===== src/rtl/pwr_state_pkg.sv =====
package pwr_state_pkg;

   typedef enum logic [1:0] {
      PS_RUN   = 2'd0,
      PS_IDLE  = 2'd1,
      PS_SLEEP = 2'd2
   } pstate_e;

   // Break-even residency in cycles: max(0, ceil((p_wake - p_hi) * lat / (p_hi - p_lo)))
   function automatic longint breakeven_cycles(input longint p_hi, input longint p_lo,
                                               input longint p_wake, input longint lat);
      longint num;
      longint den;
      if (p_wake <= p_hi) return 0;
      num = (p_wake - p_hi) * lat;
      den = p_hi - p_lo;
      return (num + den - 1) / den;
   endfunction

   function automatic int max2(input int a, input int b);
      return (a > b) ? a : b;
   endfunction

endpackage


===== src/rtl/pse_breakeven.sv =====
module pse_breakeven
   import pwr_state_pkg::*;
#(
   parameter int           PRED_W   = 16,
   parameter logic [63:0]  TH_IDLE  = 64'd0,
   parameter logic [63:0]  TH_SLEEP = 64'd0
) (
   input  logic [1:0]        tgt_i,
   input  logic [PRED_W-1:0] pred_i,
   output logic              go_o,
   output pstate_e           dst_o
);

   logic [63:0] pred_ext;
   logic        fits_idle;
   logic        fits_sleep;

   assign pred_ext   = {{(64-PRED_W){1'b0}}, pred_i};
   assign fits_idle  = (pred_ext >= TH_IDLE);
   assign fits_sleep = (pred_ext >= TH_SLEEP);

   always_comb begin
      go_o  = 1'b0;
      dst_o = PS_RUN;
      case (tgt_i)
         2'd2: begin
            if (fits_sleep) begin
               go_o  = 1'b1;
               dst_o = PS_SLEEP;
            end else if (fits_idle) begin
               go_o  = 1'b1;
               dst_o = PS_IDLE;
            end
         end
         2'd1: begin
            if (fits_idle) begin
               go_o  = 1'b1;
               dst_o = PS_IDLE;
            end
         end
         default: begin
            go_o  = 1'b0;
            dst_o = PS_RUN;
         end
      endcase
   end

endmodule


===== src/rtl/pse_lat_timer.sv =====
module pse_lat_timer #(
   parameter int CNT_W = 8
) (
   input  logic             clk,
   input  logic             rst_n,
   input  logic             load_i,
   input  logic [CNT_W-1:0] load_val_i,
   output logic             busy_o,
   output logic             done_o
);

   logic [CNT_W-1:0] cnt_q;

   always_ff @(posedge clk or negedge rst_n) begin
      if (!rst_n) begin
         cnt_q <= '0;
      end else if (load_i) begin
         cnt_q <= load_val_i;
      end else if (cnt_q != '0) begin
         cnt_q <= cnt_q - 1'b1;
      end
   end

   assign busy_o = (cnt_q != '0);
   assign done_o = (cnt_q == CNT_W'(1));

endmodule


===== src/rtl/pse_req_hold.sv =====
module pse_req_hold #(
   parameter int PRED_W = 16
) (
   input  logic              clk,
   input  logic              rst_n,
   input  logic              capture_i,
   input  logic              consume_i,
   input  logic [1:0]        tgt_i,
   input  logic [PRED_W-1:0] pred_i,
   output logic              vld_o,
   output logic [1:0]        tgt_o,
   output logic [PRED_W-1:0] pred_o
);

   always_ff @(posedge clk or negedge rst_n) begin
      if (!rst_n) begin
         vld_o  <= 1'b0;
         tgt_o  <= 2'd0;
         pred_o <= '0;
      end else if (capture_i) begin
         vld_o  <= 1'b1;
         tgt_o  <= tgt_i;
         pred_o <= pred_i;
      end else if (consume_i) begin
         vld_o  <= 1'b0;
      end
   end

endmodule


===== src/rtl/pwr_state_ctrl.sv =====
module pwr_state_ctrl
   import pwr_state_pkg::*;
#(
   parameter int     PRED_W          = 16,
   parameter int     LAT_RUN_IDLE    = 10,
   parameter int     LAT_IDLE_RUN    = 10,
   parameter int     LAT_RUN_SLEEP   = 90,
   parameter int     LAT_SLEEP_RUN   = 1600,
   parameter longint P_RUN_UW        = 400000,
   parameter longint P_IDLE_UW       = 50000,
   parameter longint P_SLEEP_UW      = 160,
   parameter longint P_IDLE_WAKE_UW  = 600000,
   parameter longint P_SLEEP_WAKE_UW = 800000,
   parameter bit     BREAK_EVEN_EN   = 1'b1
) (
   input  logic              clk,
   input  logic              rst_n,
   input  logic              req_valid,
   input  logic [1:0]        req_target,
   input  logic [PRED_W-1:0] pred_idle,
   input  logic              irq,
   input  logic              wake,
   output logic [1:0]        state_o,
   output logic              busy_o
);

   localparam int LAT_MAX = max2(max2(LAT_RUN_IDLE, LAT_IDLE_RUN),
                                 max2(LAT_RUN_SLEEP, LAT_SLEEP_RUN));
   localparam int CNT_W   = $clog2(LAT_MAX + 1);

   localparam longint TH_IDLE_RAW  = breakeven_cycles(P_RUN_UW, P_IDLE_UW,
                                                      P_IDLE_WAKE_UW, longint'(LAT_IDLE_RUN));
   localparam longint TH_SLEEP_RAW = breakeven_cycles(P_RUN_UW, P_SLEEP_UW,
                                                      P_SLEEP_WAKE_UW, longint'(LAT_SLEEP_RUN));
   localparam logic [63:0] TH_IDLE  = BREAK_EVEN_EN ? 64'(TH_IDLE_RAW)  : 64'd0;
   localparam logic [63:0] TH_SLEEP = BREAK_EVEN_EN ? 64'(TH_SLEEP_RAW) : 64'd0;

   localparam logic [CNT_W-1:0] L_RI = CNT_W'(LAT_RUN_IDLE);
   localparam logic [CNT_W-1:0] L_IR = CNT_W'(LAT_IDLE_RUN);
   localparam logic [CNT_W-1:0] L_RS = CNT_W'(LAT_RUN_SLEEP);
   localparam logic [CNT_W-1:0] L_SR = CNT_W'(LAT_SLEEP_RUN);

   // Elaboration-time parameter checks
   if (PRED_W < 1 || PRED_W > 63) begin : g_bad_pred_w
      $error("pwr_state_ctrl: PRED_W must lie in 1..63");
   end
   if (LAT_RUN_IDLE < 1 || LAT_IDLE_RUN < 1 || LAT_RUN_SLEEP < 1 || LAT_SLEEP_RUN < 1)
   begin : g_bad_lat
      $error("pwr_state_ctrl: every transition latency must be at least one cycle");
   end
   if (P_RUN_UW <= P_IDLE_UW || P_RUN_UW <= P_SLEEP_UW) begin : g_bad_pwr
      $error("pwr_state_ctrl: low-power states must draw less than RUN");
   end

   pstate_e          state_q;
   pstate_e          dst_q;
   pstate_e          nxt_dst;
   logic             start;
   logic [CNT_W-1:0] load_val;
   logic             tmr_busy;
   logic             tmr_done;

   logic              hold_vld;
   logic [1:0]        hold_tgt;
   logic [PRED_W-1:0] hold_pred;
   logic              hold_capture;
   logic              hold_consume;

   logic [1:0]        sel_tgt;
   logic [PRED_W-1:0] sel_pred;
   logic              sel_valid;
   logic              be_go;
   pstate_e           be_dst;

   logic run_free;

   assign run_free     = (state_q == PS_RUN) && !tmr_busy;
   assign hold_capture = tmr_busy && req_valid;
   assign hold_consume = run_free && hold_vld;

   assign sel_valid = hold_vld | req_valid;
   assign sel_tgt   = hold_vld ? hold_tgt  : req_target;
   assign sel_pred  = hold_vld ? hold_pred : pred_idle;

   pse_req_hold #(
      .PRED_W (PRED_W)
   ) u_hold (
      .clk       (clk),
      .rst_n     (rst_n),
      .capture_i (hold_capture),
      .consume_i (hold_consume),
      .tgt_i     (req_target),
      .pred_i    (pred_idle),
      .vld_o     (hold_vld),
      .tgt_o     (hold_tgt),
      .pred_o    (hold_pred)
   );

   pse_breakeven #(
      .PRED_W   (PRED_W),
      .TH_IDLE  (TH_IDLE),
      .TH_SLEEP (TH_SLEEP)
   ) u_be (
      .tgt_i  (sel_tgt),
      .pred_i (sel_pred),
      .go_o   (be_go),
      .dst_o  (be_dst)
   );

   always_comb begin
      start    = 1'b0;
      nxt_dst  = PS_RUN;
      load_val = L_RI;
      if (!tmr_busy) begin
         case (state_q)
            PS_RUN: begin
               if (sel_valid && be_go) begin
                  start    = 1'b1;
                  nxt_dst  = be_dst;
                  load_val = (be_dst == PS_SLEEP) ? L_RS : L_RI;
               end
            end
            PS_IDLE: begin
               if (irq) begin
                  start    = 1'b1;
                  nxt_dst  = PS_RUN;
                  load_val = L_IR;
               end
            end
            PS_SLEEP: begin
               if (wake) begin
                  start    = 1'b1;
                  nxt_dst  = PS_RUN;
                  load_val = L_SR;
               end
            end
            default: begin
               start = 1'b0;
            end
         endcase
      end
   end

   pse_lat_timer #(
      .CNT_W (CNT_W)
   ) u_tmr (
      .clk        (clk),
      .rst_n      (rst_n),
      .load_i     (start),
      .load_val_i (load_val),
      .busy_o     (tmr_busy),
      .done_o     (tmr_done)
   );

   always_ff @(posedge clk or negedge rst_n) begin
      if (!rst_n) begin
         state_q <= PS_RUN;
         dst_q   <= PS_RUN;
      end else begin
         if (start)    dst_q   <= nxt_dst;
         if (tmr_done) state_q <= dst_q;
      end
   end

   assign state_o = state_q;
   assign busy_o  = tmr_busy;

endmodule


===== config.mk =====
export PLATFORM = sky130hd
export DESIGN_NAME = pwr_state_ctrl
export DESIGN_NICKNAME = d
export VERILOG_FILES = /design/src/rtl/pwr_state_pkg.sv /design/src/rtl/pse_breakeven.sv /design/src/rtl/pse_lat_timer.sv /design/src/rtl/pse_req_hold.sv /design/src/rtl/pwr_state_ctrl.sv
export SDC_FILE = /design/constraint.sdc
export NUM_CORES = 1
export LEC_CHECK = 0
export ABC_AREA = 1
export BUFFER_PORTS_ARGS = -buffer_cell sky130_fd_sc_hd__buf_4
export CORE_AREA = 2 2 65 67
export DETAILED_ROUTE_END_ITERATION = 7
export DIE_AREA = 0 0 67 69
export GPL_ROUTABILITY_DRIVEN = 0
export GPL_TIMING_DRIVEN = 0
export PLACE_DENSITY = 0.86
export SYNTH_ARGS = -nofsm -noshare
export SYNTH_HDL_FRONTEND = slang
export SYNTH_SLANG_ARGS = --single-unit

===== constraint.sdc =====
create_clock -name clk -period 2.4 [get_ports clk]
set_input_delay 0.12 -clock clk [delete_from_list [all_inputs] [get_ports clk]]
set_output_delay 0.12 -clock clk [all_outputs]
set_load 0.01 [all_outputs]

* Word level (Yosys, flattened, before mapping)
Cells that the tools add are included.
** Operators by class
- Add/subtract/negate cells :: 1
- Order comparisons :: 2
- Equal/unequal tests :: 6
- Multiplexer cells :: 25
- Bitwise operators :: 1
- Reductions and logical operators :: 9
** Operators by type and width (count)
- 11-bit two-way mux :: 4
- 11-bit one-hot mux with 2 select lines :: 1
- 16-bit by 11-bit >= comparator with 1-bit output, second input constant :: 1
- 16-bit by 3-bit >= comparator with 1-bit output, second input constant :: 1
- 16-bit two-way mux :: 1
- 7-bit two-way mux :: 2
- 11-bit by 1-bit equality test with 1-bit output, second input constant :: 1
- 11-bit nonzero test :: 1
- 11-bit by 1-bit subtractor with 11-bit output, second input constant :: 1
- 2-bit two-way mux :: 5
- 1-bit two-way mux :: 9
- 2-bit equality test, second input constant :: 3
- 2-bit by 1-bit equality test with 1-bit output, second input constant :: 2
- 1-bit logical AND :: 4
- 2-bit one-hot mux with 2 select lines :: 1
- 2-bit nonzero test :: 2
- 1-bit one-hot mux with 3 select lines :: 1
- 2-bit zero test :: 1
- 1-bit one-hot mux with 2 select lines :: 1
- 1-bit zero test :: 1
- 1-bit OR :: 1
** Storage, ports and cells
- Register bits :: 34
- Input port bits :: 23
- Output and inout port bits :: 3
- Word-level logic and storage cells :: 50

* Longest topological paths before layout
Gate-level depths: netlist (run 1).
- Depth in word-level cells :: 11
- Gate-level depth with buffers :: 16
- Gate-level depth less buffers :: 14

* Hierarchy
A second synthesis (run 1) with hierarchy kept.
** Unflattened totals
- Cell total of the unflattened synthesis :: 334
- Area total of the unflattened synthesis :: 2228.4 um2
** Modules (own cells, without submodules)
- pse_lat_timer :: instances 1, cells an instance 112, area each 769.5 um2, seq. area each 275.3 um2
- pse_req_hold :: instances 1, cells an instance 80, area each 748.2 um2, seq. area each 475.5 um2
- pwr_state_ctrl :: instances 1, cells an instance 96, area each 498.0 um2, seq. area each 100.1 um2
- pse_breakeven :: instances 1, cells an instance 46, area each 212.7 um2, seq. area each 0.0 um2

* Least setup slack after synthesis (run 1)
Ideal clock, no wire load.
- Kind :: reg2reg
- Start :: reg u_hold.vld_o
- End :: reg u_tmr.cnt_q[9]
- Library setup time :: 118 ps
- Data arrival time :: 2224 ps
- Required time :: 2282 ps
- Setup slack :: 58 ps
- Cell stages (with the launch flop) :: 14
- Buffers on the path :: 2
- Clock period less this slack :: 2342 ps
- Path through :: dfrtp_1 buf_6 inv_4 buf_6 or2_2 o21ai_0 inv_1 ha_1 nor4_2 o211ai_4 a21oi_4 nand2_4 nand2_1 nor2_2
** Between the ends
- Cells in the longest elaborated chain, start to end :: 10
- Elaborated cells between the ends (all ways) :: 16
- Those cells by class :: order compare: 2; eq/ne: 2; mux: 9; bitwise: 1; reduce/logical: 2
** Ends and longest elaborated chain
- from (decl) :: RTL line pse_req_hold.sv:10 : output logic vld_o,
- from (signal assigned) :: RTL line pse_req_hold.sv:17 : vld_o <= 1'b0;
- from (signal assigned) :: RTL line pse_req_hold.sv:21 : vld_o <= 1'b1;
- from (signal assigned) :: RTL line pse_req_hold.sv:25 : vld_o <= 1'b0;
- 16-bit two-way mux :: RTL line pwr_state_ctrl.sv:83 : assign sel_pred = hold_vld ? hold_pred : pred_idle;
- 16-bit by 3-bit >= comparator with 1-bit output :: RTL line pse_breakeven.sv:19 : assign fits_idle = (pred_ext >= TH_IDLE);
- 1-bit two-way mux :: RTL line pse_breakeven.sv:30, pse_breakeven.sv:36
- 1-bit two-way mux :: RTL line pse_breakeven.sv:27 : if (fits_sleep) begin
- 1-bit one-hot mux with 2 select lines :: RTL line pse_breakeven.sv:25 : case (tgt_i)
- 1-bit logical AND * :: RTL line pwr_state_ctrl.sv:117 : if (sel_valid && be_go) begin
- 1-bit two-way mux * :: RTL line pwr_state_ctrl.sv:117
- 1-bit one-hot mux with 3 select lines * :: RTL line pwr_state_ctrl.sv:115 : case (state_q)
- 1-bit two-way mux * :: RTL line pwr_state_ctrl.sv:114 : if (!tmr_busy) begin
- 11-bit two-way mux or 2-bit nonzero test (tied branches)
- to (signal assigned) :: RTL line pse_lat_timer.sv:18 : cnt_q <= load_val_i;
- to (signal assigned) :: RTL line pse_lat_timer.sv:20 : cnt_q <= cnt_q - 1'b1;
- to (decl) :: RTL line pse_lat_timer.sv:12 : logic [CNT_W-1:0] cnt_q;
Every way passes the cells marked *; elsewhere a longest branch is shown, timed or not.
A chain may end at the register's enable or synchronous reset.

* Worst setup path after layout (run 1)
- Start :: reg u_hold.vld_o
- End :: reg u_tmr.cnt_q[6]
** Between the ends
- Cells in the longest elaborated chain, start to end :: 11
- Elaborated cells between the ends (all ways) :: 24
- Those cells by class :: order compare: 2; eq/ne: 3; mux: 16; bitwise: 1; reduce/logical: 2
** Ends and longest elaborated chain
- 16-bit two-way mux :: RTL line pwr_state_ctrl.sv:83
- 16-bit by 3-bit >= comparator with 1-bit output :: RTL line pse_breakeven.sv:19
- 1-bit two-way mux :: RTL line pse_breakeven.sv:30, pse_breakeven.sv:36
- 2-bit two-way mux :: RTL line pse_breakeven.sv:27
- 2-bit one-hot mux with 2 select lines :: RTL line pse_breakeven.sv:25
- 2-bit equality test :: RTL line pwr_state_ctrl.sv:120 : load_val = (be_dst == PS_SLEEP) ? L_RS : L_RI;
- 7-bit two-way mux :: RTL line pwr_state_ctrl.sv:120
- 7-bit two-way mux :: RTL line pwr_state_ctrl.sv:117
- 11-bit one-hot mux with 2 select lines :: RTL line pwr_state_ctrl.sv:115
- 11-bit two-way mux :: RTL line pwr_state_ctrl.sv:114
- 11-bit two-way mux :: RTL line pse_lat_timer.sv:17 : end else if (load_i) begin
Parallel ways exist; a longest one is shown, timed or not.

==> results by group, run 1 <==
Run status
  • Outcome: finished clean

Global routing
  • Largest net degree at the start of global routing: 35
  • Total track usage: 0.215
  • Grt ovf: 0
  • First-pass GRT wire length: 7530 um
  • Initial antenna violation count: 0
  • Vias in the first global route: 1677

Logic synthesis
  • Simple logic cell fraction of the synthesized area: 0.275
  • Post-Syn Nets: 264
  • Syn Area/Cell: 8.42 sq um
  • Seq/Total Area, Yosys: 0.427
  • Seq cells post-synth: 34
  • Multiplexer share of the synthesized area: 0.0678
  • Yosys warns: 0
  • Compound-cell area share of the yosys netlist: 0.0891
  • Synth Area in Adders: 0.0251
  • Largest family of logic cells by synthesized area: simple AND/OR/NAND/NOR gates
  • Gate Count Post-Synth: 237
  • Netlist cell types: 34
  • Cell area after synthesis: 1990 sq um
  • Xor/xnor cell area share of the yosys netlist: 0.0307

Floorplan
  • Starting density of the core: 0.510
  • Ports: 26
  • Die W: 67 um
  • Core box area: 3910 sq um
  • Row cnt: 23
  • Die H: 69 um
  • Die area: 4620 sq um

Place
  • HPWL Detailed: 3020 um
  • Port Buffers: 25
  • Placed Cells: 312

STA
  • FMAX: 0.442 GHz
  • Slew headroom: 0.695
  • Worst-Margin Slew: 0.457 ns
  • Tcrit/Tclk final: 0.942
  • Final setup viols: 0
  • RSZ-0062 raised after global routing: false
  • Clock skew: 0.00513 ns
  • Final worst path period need: 2.26 ns
  • Final hold violation count: 0
  • Fin Setup TNS: 0 ns
  • Final Max Tran Viols: 0

Drt
  • DRT Pass-1 Iters: 4
  • 1st-iter DRT viols: 145
  • Final wirelength: 4490 um
  • Post-DRT Antenna Nets: 0
  • DRT met1 WL: 1950 um
  • Met3 wire length: 211 um
  • Met2 routed WL: 2180 um
  • Vias per cell: 5.19
  • Post-DR wirelength/cell: 13.8 um
  • DRC violations left: 0
  • Top Layer Used: met4
  • Vias: 1687

CTS
  • Worst skew pair latency: 0.29 ns
  • Total clock buffers created by CTS: 5
  • H-tree lvl count: 2
  • CTS sink count: 34
  • Root Buffer: clkbuf_8
  • CTS Buffer Depth: 2
  • Worst-path clk slew: 0.07 ns
  • TritonCTS clock tree: built

Critical path
  • Worst EP required: 2.59 ns
  • Arr. time, crit path: 2.45 ns
  • CP Launch Type: flop
  • CP Capture Type: flop
  • Critical path type: flop to flop
  • Max Fanout on Critical Path: 10

Cells and area
  • Nets: 303
  • Antenna Cells: 0
  • Finished Layout Cells: 325
  • Area occupied by multi-input gates: 1030 sq um
  • Finished Core Util: 0.626
  • Filler Cell Count: 333
  • Reg area: 851 sq um
  • Layout cells sized above 1: 0.298
  • Layout area overhead: 22.8%

Pwr
  • Leak pwr: 1.24 nW
  • Tot Pwr: 0.00124 W
  • Max rail drop VDD: 251 uV
  • Power Density: 508 nW/um^2

Hold path
  • Worst hold path type: input pin to flop

Flow run
  • Max Cap Violations: 0
[cell families (layout without fill, tap and decap cells)]
| family | Yosys count | count (layout) |
|---|---|---|
| DFF | 34 | 34 |
| muxes | 12 | 12 |
| adders and majority gates | 4 | 4 |
| AOI/OAI and AO/OA | 27 | 27 |
| xor gates and xnor gates | 7 | 7 |
| and+or+nand+nor | 117 | 117 |
| buffers and inverters | 36 | 74 |
[layer usage]
| metal | global-route usage | vias up |
|---|---|---|
| li1 | - | 825 |
| met1 | 0.260 | 797 |
| met2 | 0.337 | 49 |
| met3 | 0.0587 | 16 |
| met4 | 0.125 | 0 |
| met5 | 0 | - |
[metrics by stage]
step	instance area, sq um	hold WS, ns	setup slack [ns]
final	2450	0.0468	0.138
after global placement	2240	0.0877	-0.160
after CTS	2390	0.0388	0.00702
after floorplan	1990	-0.176	0.0581
after global routing	2450	0.0481	0.00797
after detailed placement	2240	0.0974	-0.228
[what timing repair did]
action                     4_1_cts  5_1_grt
hold buffers                     1        0
gates resized for setup          3       11
setup endpoints to repair        8        8
buffers inserted                 2        5
pin swaps                        3        6
hold endpoints to repair        34        0
[cell usage in the layout, fill, tap and decap left out, types with 3 or more instances in the layout]
cell type / instances
mux2_1: 6
a21oi_1: 4
buf_4: 31
nand2_4: 3
inv_1: 26
dfrtp_1: 34
o21ai_0: 12
buf_6: 3
nor3_1: 3
inv_2: 3
mux2_2: 6
xnor2_1: 5
o21ai_1: 3
nand2_2: 5
ha_1: 3
nand2_1: 61
nand3_1: 11
clkbuf_8: 6
nor2_2: 6
nor2_1: 19
[flip-flops by register name, summed over array words and instances, names as in the netlist]
name	cells
dst_q	2
state_o	2
u_hold.pred_o	16
u_hold.tgt_o	2
u_hold.vld_o	1
u_tmr.cnt_q	11
[cells in the mapped netlist]
cell type   n  share of area
or2_2       3         0.0094
nor2_2      5          0.016
inv_2       2         0.0038
nand3_4     1         0.0088
clkinv_2    1         0.0025
a21oi_1     4          0.010
nand2_4     3          0.017
dfrtp_1    34           0.43
o31ai_1     1         0.0038
inv_1      27          0.051
mux2_1      6          0.034
a21oi_4     1         0.0082
nor3_2      1         0.0050
o21ai_0    14          0.035
o21ai_1     3         0.0075
inv_4       1         0.0031
a21oi_2     1         0.0044
o22ai_1     1         0.0031
nand4_1     1         0.0031
mux2_2      6          0.034
nand2_2     4          0.013
nor2_1     20          0.038
xnor2_1     5          0.022
nor3_1      3         0.0075
buf_6       4          0.023
ha_1        4          0.025
nand2_1    62           0.12
o211ai_4    1          0.011
o211ai_2    1         0.0063
nor4_2      1         0.0063
nor2_4      1         0.0056
xor2_1      2         0.0088
nand3_1    12          0.030
buf_2       1         0.0025
[final timing paths]
path	startpoint	endpoint	slack, ns	cells after the start
worst max-delay path	u_hold.vld_o	u_tmr.cnt_q[6]	0.14	12
worst min-delay path	pred_idle[2]	u_hold.pred_o[2]	0.05	2
worst max register to register	u_hold.vld_o	u_tmr.cnt_q[6]	0.14	12
worst min register to register	u_hold.pred_o[9]	u_hold.pred_o[9]	0.49	2
max in group asynchronous	rst_n	dst_q[1]	1.76	2
min in group asynchronous	rst_n	u_hold.pred_o[9]	0.32	2
[report_power, final]
group	switching (W)	internal, W
clock	0.000195	0.000221
sequential	0.0000148	0.000602
combinational	0.000109	0.000103
[final cells by class]
class                      count  share of cell area
multi-input combinational    167               0.421
sequential                    34               0.347
timing repair buffer          33               0.107
inverter                      31              0.0496
clock buffer                   6              0.0337
tap                           50              0.0255
buffer                         4              0.0158
[worst max-delay path, stage by stage, from the launching register on]
cell	delay [ns]
dfrtp_1	0.38
buf_6	0.15
buf_4	0.13
buf_6	0.14
o21ai_4	0.15
inv_2	0.06
ha_4	0.22
nor4_4	0.30
o211ai_4	0.17
a21oi_4	0.24
nand3_2	0.12
nand2_2	0.07
inv_1	0.03
(Power assumes the default switching activity.)
==> run 2, diff against run 1 <==
--- a/config.mk
+++ b/config.mk
@@ -13,6 +13,7 @@
 export GPL_ROUTABILITY_DRIVEN = 0
 export GPL_TIMING_DRIVEN = 0
 export PLACE_DENSITY = 0.86
+export RECOVER_POWER = 50
 export SYNTH_ARGS = -nofsm -noshare
 export SYNTH_HDL_FRONTEND = slang
 export SYNTH_SLANG_ARGS = --single-unit
==> results by group, run 2 (synthesized netlist as in run 1, its figures left out) <==
Drt
  • Met2 routed WL: 2170 um (was 2180 um)
  • Met3 wire length: 219 um (was 211 um)
  • Vias per cell: 5.21 (was 5.19)
  • 1st-iter DRT viols: 151 (was 145)
  • DRT met1 WL: 1910 um (was 1950 um)
  • Top Layer Used: met4 (unchanged)
  • Vias: 1693 (was 1687)
  • DRT Pass-1 Iters: 5 (was 4)
  • Post-DR wirelength/cell: 13.7 um (was 13.8 um)
  • Post-DRT Antenna Nets: 0 (unchanged)
  • DRC violations left: 0 (unchanged)
  • Final wirelength: 4460 um (was 4490 um)

Critical path
  • Most Frequent Cell on Critical Path: buf_6 (unchanged)
  • CP Launch Type: flop (unchanged)
  • Worst path cell trace: buf_6, buf_4, buf_6, o21ai_4, inv_2, ha_4, nor4_4, o211ai_4, a21oi_4, nand3_2, nand2_2, inv_1 (unchanged)
  • Critical path origin: u_hold.vld_o (unchanged)
  • Slowest cell on crit path: dfrtp_1 (unchanged)
  • Worst reg2reg path depth: 12 (unchanged)
  • Arr. time, crit path: 2.45 ns (about the same)
  • CP Capture Type: flop (unchanged)
  • Critical path type: flop to flop (unchanged)
  • R2R setup slack: 0.14 ns (about the same)
  • RR Endpoint: u_tmr.cnt_q[6] (unchanged)
  • Max Fanout on Critical Path: 10 (unchanged)
  • Critical path endpoint: u_tmr.cnt_q[6] (unchanged)
  • CP max stage delay: 0.38 ns (about the same)
  • Reg-to-reg startpoint: u_hold.vld_o (unchanged)
  • Worst EP required: 2.59 ns (about the same)

Global routing
  • Largest net degree at the start of global routing: 35 (unchanged)
  • First-pass GRT wire length: 7530 um (unchanged)
  • Grt ovf: 0 (unchanged)
  • Vias in the first global route: 1677 (unchanged)
  • Total track usage: 0.215 (unchanged)
  • Initial antenna violation count: 0 (unchanged)

STA
  • Final worst slack: 0.140 ns (was 0.138 ns)
  • Tcrit/Tclk final: 0.942 (about the same)
  • Final hold violation count: 0 (unchanged)
  • RSZ-0062 raised after global routing: false (unchanged)
  • Final setup viols: 0 (unchanged)
  • Final worst path period need: 2.26 ns (about the same)
  • Clock skew: 0.00350 ns (was 0.00513 ns)
  • Final Max Tran Viols: 35 (was 0)
  • Slew headroom: -0.259 (was 0.695)
  • FMAX: 0.442 GHz (about the same)
  • Worst-Margin Slew: 1.89 ns (was 0.457 ns)

CTS
  • Total clock buffers created by CTS: 5 (unchanged)
  • TritonCTS clock tree: built (unchanged)
  • Root Buffer: clkbuf_8 (unchanged)
  • CTS sink count: 34 (unchanged)
  • CTS Buffer Depth: 2 (unchanged)
  • H-tree lvl count: 2 (unchanged)
  • Worst skew pair latency: 0.29 ns (about the same)
  • Worst-path clk slew: 0.06 ns (was 0.07 ns)

Cells and area
  • Layout cells sized above 1: 0.291 (was 0.298)
  • Max reg flops: 16 (unchanged)
  • Nets: 303 (unchanged)
  • Largest Register: u_hold.pred_o (unchanged)
  • Reg area: 851 sq um (unchanged)
  • Area occupied by multi-input gates: 1030 sq um (unchanged)
  • Most common cell after layout, fill and taps aside: nand2_1 (unchanged)
  • Design Area, Final: 2440 sq um (was 2450 sq um)
  • Finished Layout Cells: 325 (unchanged)
  • Antenna Cells: 0 (unchanged)
  • Commonest cells after routing, fill and taps aside: nand2_1 (61), dfrtp_1 (34), buf_4 (29) (was nand2_1 (61), dfrtp_1 (34), buf_4 (31))
  • Top flop regs: u_hold.pred_o x16, u_tmr.cnt_q x11 (unchanged)
  • Layout area overhead: 22.4% (was 22.8%)
  • Filler Cell Count: 337 (was 333)

Floorplan
  • Die W: 67 um (unchanged)
  • Die area: 4620 sq um (unchanged)
  • Starting density of the core: 0.510 (unchanged)
  • Ports: 26 (unchanged)
  • Row cnt: 23 (unchanged)
  • Die H: 69 um (unchanged)
  • Core box area: 3910 sq um (unchanged)

Run status
  • Outcome: complete, but fails checks (was finished clean)
  • Failing checks: capacitance limit, slew limit

Pwr
  • Max rail drop VDD: 252 uV (was 251 uV)
  • Leak pwr: 1.23 nW (was 1.24 nW)
  • Power Density: 511 nW/um^2 (was 508 nW/um^2)

Hold path
  • Worst hold path type: input pin to flop (unchanged)

Flow run
  • Max Cap Violations: 1 (was 0)

Place
  • Worst slack at placement: -0.228 ns (unchanged)
  • HPWL Detailed: 3020 um (unchanged)
  • Placed Cells: 312 (unchanged)
  • Port Buffers: 25 (unchanged)
  • Placed cell areas: 2240 sq um (unchanged)
## run 2: changes by cell type in the layout (fill, tap and decap cells not counted)
cell      change
buf_4         -2
clkbuf_1      +2
## run 2: worst min-delay path by stage
stage | end | from | cells after the start
global route | u_hold.pred_o[2] | pred_idle[2] | 2
global placement | u_hold.pred_o[4] | rst_n | 1
detailed placement | u_hold.pred_o[4] | rst_n | 1
finish | u_hold.pred_o[2] | pred_idle[2] | 2
CTS | u_hold.pred_o[2] | pred_idle[2] | 2
floorplan | dst_q[0] | rst_n | 0
## run 2: what timing repair did
action                                  CTS  global route
hold buffers                              1             0
gates resized for setup                   3            11
pin swaps                                 3             6
hold endpoints to repair                 34             0
endpoints found under the setup margin    8             8
setup buffers                             2             5
cloned                                    0             0
## run 2: critical path: cells and delay by family, from the launching register on
family	cells	cell delay, ns
adders and majority gates	1	0.22
and+or+nand+nor	3	0.49
DFF	1	0.38
AOI/OAI and AO/OA	3	0.55
buffers and inverters	5	0.51
## run 2: layout make-up
| class | instances | share of cell area |
|---|---|---|
| sequential | 34 | 0.349 |
| timing repair buffer | 33 | 0.105 |
| multi-input combinational | 167 | 0.422 |
| tap | 50 | 0.0256 |
| clock buffer | 6 | 0.0338 |
| inverter | 31 | 0.0497 |
| buffer | 4 | 0.0159 |
## run 2: where the power goes
part           internal (W)  switching, W
registers          0.000602     0.0000148
clock network      0.000221      0.000197
logic              0.000102      0.000109
total              0.000925      0.000321
## run 2: metrics by stage
| step | hold slack, ns | power (W) | util | setup TNS, ns |
|---|---|---|---|---|
| global placement | 0.0877 | 0.000792 | 0.574 | -0.505 |
| detailed placement | 0.0974 | 0.000800 | 0.574 | -1.01 |
| finish | 0.0464 | 0.00125 | 0.624 | 0 |
| CTS | 0.0388 | 0.00125 | 0.610 | 0 |
| floorplan | -0.176 | 0.000734 | - | 0 |
| global route | 0.0481 | 0.00130 | 0.624 | 0 |
## run 2: layer usage
metal	track usage	vias up
li1	-	826
met2	0.337	51
met5	0	-
met1	0.260	801
met3	0.0587	15
met4	0.125	0
==> run 3, diff against run 2 <==
--- a/config.mk
+++ b/config.mk
@@ -12,8 +12,9 @@
 export DIE_AREA = 0 0 67 69
 export GPL_ROUTABILITY_DRIVEN = 0
 export GPL_TIMING_DRIVEN = 0
-export PLACE_DENSITY = 0.86
+export PLACE_DENSITY = 0.75
 export RECOVER_POWER = 50
+export SLEW_MARGIN = 20
 export SYNTH_ARGS = -nofsm -noshare
 export SYNTH_HDL_FRONTEND = slang
 export SYNTH_SLANG_ARGS = --single-unit
==> results by group, run 3 (synthesized netlist as in run 1, its figures left out) <==
Run status
  • Outcome: complete, but fails checks (unchanged)
  • Failing checks: capacitance limit, slew limit (unchanged)

Pwr
  • Switching Share: 0.250 (was 0.258)
  • Int Power: 0.000895 W (was 0.000925 W)
  • Leak pwr: 1.22 nW (was 1.23 nW)
  • Comb pwr share: 0.159 (was 0.169)
  • Proportion of power drawn by the clock network: 0.325 (was 0.335)
  • Net Switching: 0.000299 W (was 0.000321 W)
  • Max rail drop VDD: 291 uV (was 252 uV)
  • Flop pwr share: 0.516 (was 0.495)
  • Power Density: 495 nW/um^2 (was 511 nW/um^2)

Cells and area
  • Commonest cells after routing, fill and taps aside: nand2_1 (61), dfrtp_1 (34), buf_4 (29) (unchanged)
  • Filler Cell Count: 363 (was 337)
  • Antenna Cells: 0 (unchanged)
  • Layout cells sized above 1: 0.282 (was 0.291)
  • Max reg flops: 16 (unchanged)
  • Largest Register: u_hold.pred_o (unchanged)
  • Reg area: 851 sq um (unchanged)
  • Layout area overhead: 20.8% (was 22.4%)
  • Area occupied by multi-input gates: 1010 sq um (was 1030 sq um)
  • Most common cell after layout, fill and taps aside: nand2_1 (unchanged)
  • Finished Layout Cells: 327 (was 325)
  • Nets: 304 (was 303)
  • Design Area, Final: 2410 sq um (was 2440 sq um)
  • Top flop regs: u_hold.pred_o x16, u_tmr.cnt_q x11 (unchanged)

STA
  • Clock skew: 0.00499 ns (was 0.00350 ns)
  • Slew headroom: -0.249 (was -0.259)
  • Fin Setup TNS: 0 ns (unchanged)
  • Final Max Tran Viols: 35 (unchanged)
  • FMAX: 0.435 GHz (was 0.442 GHz)
  • Final setup viols: 0 (unchanged)
  • Tcrit/Tclk final: 0.958 (was 0.942)
  • Worst-Margin Slew: 1.87 ns (was 1.89 ns)
  • Final worst path period need: 2.30 ns (was 2.26 ns)
  • Final hold violation count: 0 (unchanged)
  • Final worst slack: 0.101 ns (was 0.140 ns)

Floorplan
  • Die W: 67 um (unchanged)
  • Die H: 69 um (unchanged)
  • Die area: 4620 sq um (unchanged)
  • Core box area: 3910 sq um (unchanged)
  • Row cnt: 23 (unchanged)
  • Starting density of the core: 0.510 (unchanged)
  • Ports: 26 (unchanged)

CTS
  • Worst skew pair latency: 0.28 ns (was 0.29 ns)
  • H-tree lvl count: 2 (unchanged)
  • Root Buffer: clkbuf_8 (unchanged)
  • Total clock buffers created by CTS: 5 (unchanged)
  • CTS sink count: 34 (unchanged)
  • CTS Buffer Depth: 2 (unchanged)
  • Worst-path clk slew: 0.07 ns (was 0.06 ns)
  • TritonCTS clock tree: built (unchanged)

Critical path
  • Arr. time, crit path: 2.47 ns (was 2.45 ns)
  • Max Fanout on Critical Path: 10 (unchanged)
  • CP Launch Type: flop (unchanged)
  • CP Capture Type: flop (unchanged)
  • Critical path type: flop to flop (unchanged)
  • Worst EP required: 2.57 ns (was 2.59 ns)

Drt
  • Met2 routed WL: 1750 um (was 2170 um)
  • DRT met1 WL: 1840 um (was 1910 um)
  • Post-DRT Antenna Nets: 0 (unchanged)
  • Vias per cell: 4.92 (was 5.21)
  • Met3 wire length: 185 um (was 219 um)
  • Final wirelength: 3850 um (was 4460 um)
  • Post-DR wirelength/cell: 11.8 um (was 13.7 um)
  • Top Layer Used: met4 (unchanged)
  • DRT Pass-1 Iters: 4 (was 5)
  • Vias: 1608 (was 1693)
  • 1st-iter DRT viols: 99 (was 151)
  • DRC violations left: 0 (unchanged)

Global routing
  • First-pass GRT wire length: 6510 um (was 7530 um)
  • Vias in the first global route: 1546 (was 1677)
  • Largest net degree at the start of global routing: 35 (unchanged)
  • Total track usage: 0.183 (was 0.215)
  • Initial antenna violation count: 0 (unchanged)
  • Grt ovf: 0 (unchanged)

Place
  • Placed Cells: 312 (unchanged)
  • Placed cell areas: 2240 sq um (unchanged)
  • Worst slack at placement: -0.153 ns (was -0.228 ns)
  • HPWL Detailed: 2730 um (was 3020 um)
  • Port Buffers: 25 (unchanged)

Hold path
  • Worst hold path type: input pin to flop (unchanged)

Flow run
  • Max Cap Violations: 1 (unchanged)
==> run 3: cell types whose count changed in the layout (fill, tap and decap cells not counted), sizes merged <==
cell    previous run  this run
buf               34        35
clkbuf             8         9
clkinv             0         1
inv               31        30
==> run 3: cell type report <==
type                    count  area share
clock buffers               7      0.0317
repair buffers             34       0.104
inverters                  31      0.0498
flip-flops and latches     34       0.353
plain buffers               4      0.0161
multi-input cells         167       0.419
well taps                  50      0.0260
==> run 3: metrics by stage <==
| step | power, W | hold WS, ns | util |
|---|---|---|---|
| 6_report | 0.00119 | 0.0602 | 0.616 |
| 5_1_grt | 0.00126 | 0.0642 | 0.616 |
| 4_1_cts | 0.00120 | 0.0555 | 0.600 |
| 3_5_place_dp | 0.000796 | 0.0982 | 0.574 |
| 3_3_place_gp | 0.000794 | 0.0975 | 0.574 |
| 2_1_floorplan | 0.000734 | -0.176 | - |
==> run 3: worst max-delay path, stage by stage (launching register included) <==
cell      delay [ns]
dfrtp_1         0.39
buf_6           0.14
buf_4           0.13
buf_6           0.13
o21ai_2         0.18
inv_1           0.10
ha_4            0.23
nor4_4          0.28
o211ai_4        0.16
a21oi_4         0.24
nand2_4         0.10
nand2_2         0.08
nor2_2          0.03
==> run 3: worst paths after layout <==
path,from,endpoint,slack (ns),cells past startpoint
worst max-delay path,u_hold.vld_o,u_tmr.cnt_q[9],0.10,12
worst min-delay path,pred_idle[6],u_hold.pred_o[6],0.06,2
worst max register to register,u_hold.vld_o,u_tmr.cnt_q[9],0.10,12
worst min register to register,dst_q[0],dst_q[0],0.49,2
max in group asynchronous,rst_n,state_o[0],0.43,2
min in group asynchronous,rst_n,u_hold.pred_o[9],0.88,2
==> run 3: power groups by stage <==
stage / clock network, W / registers [W] / logic [W]
5_1_grt: 0.000430 / 0.000619 / 0.000214
3_5_place_dp: 0 / 0.000626 / 0.000170
6_report: 0.000388 / 0.000616 / 0.000190
3_3_place_gp: 0 / 0.000625 / 0.000169
2_1_floorplan: 0 / 0.000623 / 0.000111
4_1_cts: 0.000404 / 0.000615 / 0.000178
==> run 3: per-layer routing <==
metal | global-route usage | vias to the layer above
met5 | 0 | -
met4 | 0.0748 | 0
met3 | 0.0457 | 7
met2 | 0.285 | 38
met1 | 0.240 | 732
li1 | - | 831
==> run 3: timing repair <==
action / in CTS / in global routing
hold endpoints to repair: 34 / 0
pin swaps: 3 / 4
setup buffers: 1 / 6
resized for setup: 2 / 7
cloned: 0 / 1
hold buffers: 1 / 0
setup endpoints to repair: 8 / 8
